===== src/rtl/wait_pkg.sv =====
package wait_pkg;

    typedef enum logic [1:0] {
        ST_RUN  = 2'd0,
        ST_HALT = 2'd1,
        ST_DOZE = 2'd2,
        ST_WAKE = 2'd3
    } wstate_t;

    typedef struct packed {
        logic halt_sel;
        logic clk_stop;
        logic err;
    } ctrl_t;

    typedef struct packed {
        wstate_t st;
        logic    clk_en;
        logic    snoop;
    } fsm_t;

endpackage


===== src/rtl/wait_cfg_regs.sv =====
module wait_cfg_regs
    import wait_pkg::*;
#(
    parameter int ADDR_W    = 2,
    parameter int DATA_W    = 8,
    parameter int CTRL_ADDR = 0
) (
    input  logic              clk,
    input  logic              rst_n,
    input  logic              reg_wr,
    input  logic [ADDR_W-1:0] reg_addr,
    input  logic [DATA_W-1:0] reg_wdata,
    output logic [DATA_W-1:0] reg_rdata,
    input  logic              err_set,
    output logic              halt_sel,
    output logic              clk_stop
);

    localparam logic [ADDR_W-1:0] CTRL_A = ADDR_W'(CTRL_ADDR);

    ctrl_t r_d, r_q;
    logic  hit;

    always_comb begin
        hit = (reg_addr == CTRL_A);
        r_d = r_q;
        if (reg_wr && hit) begin
            r_d.halt_sel = reg_wdata[0];
            r_d.clk_stop = reg_wdata[1];
        end
        if (err_set) r_d.err = 1'b1;
    end

    always_ff @(posedge clk) begin
        if (!rst_n) r_q <= '0;
        else        r_q <= r_d;
    end

    always_comb begin
        reg_rdata = '0;
        if (hit) reg_rdata[2:0] = {r_q.err, r_q.clk_stop, r_q.halt_sel};
    end

    assign halt_sel = r_q.halt_sel;
    assign clk_stop = r_q.clk_stop;

    assert_err_sticky_R7: assert property (@(posedge clk) disable iff (!rst_n)
        r_q.err |=> r_q.err);
    assert_bits_hold_R6: assert property (@(posedge clk) disable iff (!rst_n)
        !(reg_wr && hit) |=> ($stable(halt_sel) && $stable(clk_stop)));
    assert_err_set_R7: assert property (@(posedge clk) disable iff (!rst_n)
        err_set |=> r_q.err);

endmodule


===== src/rtl/wait_wake_detect.sv =====
module wait_wake_detect #(
    parameter int NUM_IRQ = 8
) (
    input  logic [NUM_IRQ-1:0] irq_req,
    input  logic [NUM_IRQ-1:0] irq_mask,
    output logic               wake,
    output logic               any_enabled
);

    logic [NUM_IRQ-1:0] live;

    for (genvar i = 0; i < NUM_IRQ; i++) begin : g_gate
        assign live[i] = irq_req[i] & irq_mask[i];
    end

    assign wake        = |live;
    assign any_enabled = |irq_mask;

endmodule


===== src/rtl/wait_fsm.sv =====
module wait_fsm
    import wait_pkg::*;
(
    input  logic    clk,
    input  logic    rst_n,
    input  logic    wait_req,
    input  logic    wake,
    input  logic    any_enabled,
    input  logic    halt_sel,
    input  logic    clk_stop,
    output wstate_t st,
    output logic    clk_en,
    output logic    snoop_en,
    output logic    refuse
);

    fsm_t f_d, f_q;

    always_comb begin
        f_d    = f_q;
        refuse = 1'b0;
        unique case (f_q.st)
            ST_RUN: begin
                if (wait_req) begin
                    if (any_enabled) begin
                        f_d.st     = halt_sel ? ST_HALT : ST_DOZE;
                        f_d.clk_en = !clk_stop;
                        f_d.snoop  = !halt_sel;
                    end else begin
                        refuse = 1'b1;
                    end
                end
            end
            ST_HALT, ST_DOZE: begin
                if (wake) begin
                    f_d.st     = ST_WAKE;
                    f_d.clk_en = 1'b1;
                    f_d.snoop  = 1'b0;
                end
            end
            ST_WAKE: f_d.st = ST_RUN;
            default: f_d.st = ST_RUN;
        endcase
    end

    always_ff @(posedge clk) begin
        if (!rst_n) f_q <= '{st: ST_RUN, clk_en: 1'b1, snoop: 1'b0};
        else        f_q <= f_d;
    end

    assign st       = f_q.st;
    assign clk_en   = f_q.clk_en;
    assign snoop_en = f_q.snoop;

    assert_enter_halt_R2: assert property (@(posedge clk) disable iff (!rst_n)
        (st == ST_RUN && wait_req && any_enabled && halt_sel) |=> (st == ST_HALT && !snoop_en));
    assert_enter_doze_R3: assert property (@(posedge clk) disable iff (!rst_n)
        (st == ST_RUN && wait_req && any_enabled && !halt_sel) |=> (st == ST_DOZE && snoop_en));
    assert_snoop_doze_R3: assert property (@(posedge clk) disable iff (!rst_n)
        snoop_en |-> st == ST_DOZE);
    assert_clk_off_R4: assert property (@(posedge clk) disable iff (!rst_n)
        (st == ST_RUN && wait_req && any_enabled && clk_stop) |=> !clk_en);
    assert_wake_R5: assert property (@(posedge clk) disable iff (!rst_n)
        ((st == ST_HALT || st == ST_DOZE) && wake) |=> (st == ST_WAKE && clk_en));
    assert_wake_run_R5: assert property (@(posedge clk) disable iff (!rst_n)
        st == ST_WAKE |=> st == ST_RUN);
    assert_refuse_R7: assert property (@(posedge clk) disable iff (!rst_n)
        (st == ST_RUN && wait_req && !any_enabled) |=> (st == ST_RUN && clk_en));
    assert_sleep_hold_R8: assert property (@(posedge clk) disable iff (!rst_n)
        ((st == ST_HALT || st == ST_DOZE) && !wake) |=> ($stable(st) && $stable(clk_en)));
    assert_run_clk_R4: assert property (@(posedge clk) disable iff (!rst_n)
        (st == ST_RUN || st == ST_WAKE) |-> clk_en);

endmodule


===== src/rtl/wait_clk_ctrl.sv =====
module wait_clk_ctrl
    import wait_pkg::*;
#(
    parameter int NUM_IRQ   = 8,
    parameter int ADDR_W    = 2,
    parameter int DATA_W    = 8,
    parameter int CTRL_ADDR = 0
) (
    input  logic               clk,
    input  logic               rst_n,
    input  logic               reg_wr,
    input  logic [ADDR_W-1:0]  reg_addr,
    input  logic [DATA_W-1:0]  reg_wdata,
    output logic [DATA_W-1:0]  reg_rdata,
    input  logic               wait_req,
    input  logic [NUM_IRQ-1:0] irq_req,
    input  logic [NUM_IRQ-1:0] irq_mask,
    output logic [1:0]         state,
    output logic               clk_en,
    output logic               snoop_en
);

    logic    halt_sel, clk_stop, refuse, wake, any_enabled;
    wstate_t st;

    wait_cfg_regs #(
        .ADDR_W(ADDR_W), .DATA_W(DATA_W), .CTRL_ADDR(CTRL_ADDR)
    ) u_regs (
        .clk(clk), .rst_n(rst_n), .reg_wr(reg_wr), .reg_addr(reg_addr),
        .reg_wdata(reg_wdata), .reg_rdata(reg_rdata), .err_set(refuse),
        .halt_sel(halt_sel), .clk_stop(clk_stop)
    );

    wait_wake_detect #(.NUM_IRQ(NUM_IRQ)) u_wake (
        .irq_req(irq_req), .irq_mask(irq_mask),
        .wake(wake), .any_enabled(any_enabled)
    );

    wait_fsm u_fsm (
        .clk(clk), .rst_n(rst_n), .wait_req(wait_req), .wake(wake),
        .any_enabled(any_enabled), .halt_sel(halt_sel), .clk_stop(clk_stop),
        .st(st), .clk_en(clk_en), .snoop_en(snoop_en), .refuse(refuse)
    );

    assign state = st;

endmodule


===== config.mk =====
export PLATFORM = sky130hd
export DESIGN_NAME = wait_clk_ctrl
export DESIGN_NICKNAME = d
export VERILOG_FILES = /design/src/rtl/wait_pkg.sv /design/src/rtl/wait_cfg_regs.sv /design/src/rtl/wait_wake_detect.sv /design/src/rtl/wait_fsm.sv /design/src/rtl/wait_clk_ctrl.sv
export SDC_FILE = /design/constraint.sdc
export NUM_CORES = 1
export LEC_CHECK = 0
export BUFFER_PORTS_ARGS = -buffer_cell sky130_fd_sc_hd__buf_2
export CORE_MARGIN = 2
export CORE_UTILIZATION = 35
export CTS_CLUSTER_DIAMETER = 40
export DETAILED_ROUTE_END_ITERATION = 16
export GPL_ROUTABILITY_DRIVEN = 1
export MAX_ROUTING_LAYER = met4
export PLACE_DENSITY_LB_ADDON = 0.12
export SLEW_MARGIN = 25
export SYNTH_ARGS = -nofsm -noshare
export SYNTH_HDL_FRONTEND = slang
export SYNTH_SLANG_ARGS = --single-unit

===== constraint.sdc =====
create_clock -name clk -period 1.63 [get_ports clk]
set_input_delay 0.0815 -clock clk [delete_from_list [all_inputs] [get_ports clk]]
set_output_delay 0.0815 -clock clk [all_outputs]
set_load 0.005 [all_outputs]

* Yosys cells after proc, flatten, opt, wreduce, memory -nomap -nowiden
Index checks and enable logic that the tools add are counted.
** Storage, ports and cells
- Bits in registers :: 7
- Bits in latches :: 0
- Memory bits (writable) :: 0
- Bits in read-only memories :: 0
- Bits of input ports :: 30
- Output and inout port bits :: 12
- Memories :: 0
** Operators by class
- Add/subtract/negate cells :: 0
- $mul :: 0
- Div/mod/pow operators :: 0
- Order comparisons :: 0
- Eq/ne operators :: 6
- Shifts and indexed selects :: 0
- Mux-type cells :: 10
- Bitwise gates (word level) :: 8
- Reductions and logical operators :: 11
** Operator list (number)
- $reduce_or 8->1 :: 2
- $mux 4 :: 3
- $and 1x1->1 :: 8
- $pmux 2 s3 :: 1
- $eq 2x2->1 const B :: 2
- $logic_not 2->1 :: 2
- $ne 2x2->1 const B :: 2
- $pmux 2 s2 :: 1
- $reduce_and 4->1 :: 1
- $mux 1 :: 3
- $mux 3 :: 1
- $reduce_and 3->1 :: 1
- $eq 2x1->1 const B :: 1
- $logic_not 1->1 :: 2
- $mux 2 :: 1
- $ne 2x1->1 const B :: 1
- $reduce_bool 2->1 :: 1
- $reduce_or 2->1 :: 1
- $logic_and 1x1->1 :: 1

* Logic depth before layout (Yosys ltp)
- Depth in word-level cells :: 4
- Mapped depth :: 6
- Gate-level depth less buffers :: 6

* Cells and area by module
Synthesis repeated with hierarchy kept, for this count alone.
** Unflattened totals
- Cell total of the unflattened synthesis :: 56
- Area, all modules :: 465.4 um^2
** By module, submodules not included
- wait_fsm :: instances 1, cells each 27, area an instance 227.7 um^2, seq. area each 80.1 um^2
- wait_cfg_regs :: instances 1, cells each 21, area an instance 185.2 um^2, seq. area each 60.1 um^2
- wait_wake_detect :: instances 1, cells each 8, area an instance 52.6 um^2, seq. area each 0.0 um^2

* Least setup slack after synthesis
OpenSTA, ideal clock, no wires.
- Path type :: register to register
- Start :: register u_fsm.f_q (netlist bit u_fsm.st[0])
- End :: register u_fsm.f_q (netlist bit u_fsm.snoop_en)
- Library setup time :: 0.116 ns
- Data arrival time :: 1.234 ns
- Setup slack :: 0.281 ns
- Cell stages (with the launch flop) :: 7
- Buffers on the path :: 0
- Period minus slack after synthesis :: 1.349 ns
- Cells stage by stage :: dfxtp_1 -> inv_1 -> ha_1 -> and4b_1 -> o21ai_1 -> o32ai_1 -> a31o_1
** On the way
- Cells in the longest elaborated chain, start to end :: 4
- Elaborated cells on any way between the ends :: 10
- Classes of those cells :: eq/ne (5); mux (1); reduce/logical (4)
** RTL lines
- start, declared :: RTL line wait_fsm.sv:17 : fsm_t f_d, f_q;
- start signal, assigned :: RTL line wait_fsm.sv:47 : if (!rst_n) f_q <= '{st: ST_RUN, clk_en: 1'b1, snoop: 1'b0};
- $eq 2x1->1 or $eq 2x2->1 (tied branches) :: RTL line wait_fsm.sv:22 : unique case (f_q.st)
- $reduce_or 2->1 :: RTL line wait_fsm.sv:22
- $ne 2x1->1 (no source line) or $reduce_bool 2->1 (tied branches)
- $reduce_and 4->1 (no source line)
Several ways; a longest one is shown, not always the timed one.
A chain may end at the register's enable or synchronous reset.

* Worst setup path in the final report
Ends and elaborated chain as after synthesis.

==> metrics.md <==
| Metric | Value |
|---|---|
| First-pass GRT wire length | 1414 um |
| Maximum VDD drop | ~0.00055 V |
| Setup CP Type | flop to flop |
| Postcts setup bufs | 0 |
| Final setup violation count | 0 |
| R2r setup slk | ~0.2 ns |
| DRC violations left | 0 |
| Clk pwr share | 0.255 |
| Synth cell types | 26 |
| CTS buffer count | 3 |
| Yosys warns | 0 |
| Sw Share | 0.3445 |
| Average size of a mapped cell | 7.712 um2 |
| CP endpoint | u_fsm.snoop_en |
| Worst setup path start | u_fsm.st[0] |
| DP HPWL | around 840 um |
| Die Span X | 40.66 um |
| CTS tree | built |
| Largest net degree at the start of global routing | 10 |
| RSZ-0062 raised after global routing | false |
| R2r startpoint | u_fsm.st[0] |
| Placeable Area | 1285 um2 |
| Min-Delay Path Class | primary input to flop |
| Max-Cap Viols | 0 |
| Number of top-level pins | 42 |
| Startpoint types | flop |
| Die ar. | 1653 um2 |
| Post-route setup TNS | 0 ns |
| WL final | 999 um |
| Via count | 525 |
| Max Root-Sink Buffers | 2 |
| Design Area, Final | about 640 um2 |
| DRT iter0 DRCs | 8 |
| Crit end category | flop |
| Hold_ws | ~0.082 ns |
| Insertion delay to the later sink of the worst-skew pair | 0.25 ns |
| Post-synthesis sequential area ratio | 0.2979 |
| Leakage | 0.3340 nW |
| Resize count post-CTS | 0 |
| Clock input transition at the sequential cells of the worst setup and hold paths | around 0.060 ns |
| Seq pwr share | 0.344 |
| GPL Wtd Cong | 0.7341 |
| Grt total ovfl | 0 |
| Crit path DAT | ~1.6 ns |
| Placed inst area | 613.1 um2 |
| Final antenna-violating net count | 0 |
| Fin nets | 125 |
| Tmin final | 1.431 ns |
| Final clock skew | 0.007810 ns |
| Pint | 0.4138 mW |
| Row count | 13 |
| Max Slew Vio Count | 0 |
| IO buf count | 30 |
| Worst EP required | 1.78 ns |
| H-tree depth | 1 |
| Fmax | ~0.70 GHz |
| Reg2Reg Depth | 6 |
| Synthesized area | 470.5 um2 |
| Overall Global Routing Usage | 0.1385 |
| Pwr dens | around 1000 nW/um2 |
| Combinational power share | 0.402 |
| Layout cells sized above 1 | 0.3871 |
| Final Cycle Share | 0.8776 |
| N_diodes | 0 |
| Psw | 0.2175 mW |
| Vias in the first global route | 374 |
| Max FO, Critical Path | 5 |
| Sinks on Clock Net | 7 |
| WL/cell | 9.250 um |
| Die Y | a little over 40 um |
| Drt pass-1 iters | 4 |
| Initial Utilization | 0.3661 |
| Outcome | complete, no violations |
| CTS Hold Bufs | 0 |
| Worst R2R End | u_fsm.snoop_en |
| Area Growth Syn to Fin | 35.90% |
| Yosys reg bits | 7 |
| Via density | between 4 and 5 |
| Post-Synthesis Cells | 61 |
| Initial antenna violation count | 0 |
| CTS Root Buffer Type | clkbuf_4 |
| Final hold violations | 0 |
cell families (layout without fill, tap and decap cells):
logic type                 Yosys count  count (layout)  share of synthesized area
muxes                                2               2                    0.04255
AOI/OAI and AO/OA                   15              15                     0.2287
buffers and inverters               11              39                     0.1277
DFF                                  7               7                     0.2979
other                                1               5                   0.007971
adders and majority gates            1               1                    0.02659
and+or+nand+nor                     24              24                     0.2686
layout by cell type (no fill, tap or decap), types with 2 or more instances in the layout:
master,count
buf_2,30
nand2_1,11
dfxtp_1,7
inv_1,5
conb_1,5
nor2_1,3
and2_1,3
clkbuf_4,3
a22oi_1,2
or4_4,2
o21ai_1,2
a31oi_1,2
mux2i_1,2
nand3_1,2
a21oi_1,2
Yosys cell counts:
cell type	instances	area share
o21ai_0	1	0.011
a31oi_1	2	0.027
o41ai_1	1	0.019
mux2i_1	2	0.043
and2_1	3	0.040
a21oi_1	2	0.021
dfxtp_1	7	0.30
buf_4	5	0.080
nand2_1	11	0.088
and3_1	1	0.013
o21ai_1	2	0.021
a22oi_1	2	0.032
nand3_1	2	0.021
nor2_1	3	0.024
a32o_2	1	0.024
and4b_1	1	0.021
inv_1	5	0.040
o32ai_1	1	0.019
a31o_1	1	0.019
conb_1	1	0.0080
a222oi_1	1	0.021
clkbuf_1	1	0.0080
or4_4	2	0.048
nand2b_1	1	0.013
ha_1	1	0.027
o211ai_1	1	0.016
power by group through the flow:
stage | Combinational [mW] | Clock, mW | Sequential (mW)
floorplan | 0.170 | 0 | 0.223
global placement | 0.248 | 0 | 0.220
detailed placement | 0.254 | 0 | 0.221
CTS | 0.255 | 0.163 | 0.217
global route | 0.283 | 0.169 | 0.220
finish | 0.254 | 0.161 | 0.217
through the flow:
| stage | utilization | power, mW | cells | setup WS [ns] |
|---|---|---|---|---|
| after global routing | 0.4976 | 0.6725 | 108 | 0.09643 |
| after global placement | 0.4771 | 0.4687 | 104 | 0.2192 |
| final | 0.4976 | 0.6312 | 108 | 0.1994 |
| after detailed placement | 0.4771 | 0.4751 | 104 | 0.2082 |
| after floorplan | - | 0.3935 | 65 | 0.2807 |
| after CTS | 0.4976 | 0.6347 | 108 | 0.1906 |
final cells by class:
cell class,instances,area (um2)
Fill cell,141,645.6
Timing Repair Buffer,30,150.1
Sequential cell,7,140.1
Multi-Input combinational cell,47,285.3
Tap cell,15,18.77
Clock buffer,4,26.28
Inverter,5,18.77
routing by layer:
layer / vias up / GRT usage / part of all wire
met5: - / - / 0
met4: 0 / 0.1000 / 0.025
met3: 4 / 0.04891 / 0.091
met2: 26 / 0.1905 / 0.44
met1: 224 / 0.1650 / 0.44
li1: 271 / - / -
worst min-delay path by stage:
stage	endpoint	depth (start not counted)	startpoint
2_1_floorplan	u_regs.clk_stop	2	reg_wdata[1]
3_3_place_gp	u_regs.clk_stop	3	reg_wdata[1]
3_5_place_dp	u_regs.clk_stop	3	reg_wdata[1]
4_1_cts	u_regs.halt_sel	3	reg_wdata[0]
5_1_grt	u_regs.clk_stop	3	reg_wdata[1]
6_report	u_regs.halt_sel	3	reg_wdata[0]
worst max-delay path, stage by stage (launching register included):
cell,delay [ns]
dfxtp_1,0.34
inv_1,0.05
ha_1,0.35
and4b_1,0.22
o21ai_1,0.08
o32ai_1,0.10
a31o_1,0.18
flip-flops by register name, summed over array words and instances, names as in the netlist:
name and cells:
u_regs.r_q 1, u_fsm.clk_en 1, u_regs.halt_sel 1, u_regs.clk_stop 1, u_fsm.st 2, u_fsm.snoop_en 1
No activity file was read; power rests on OpenSTA's default activity.
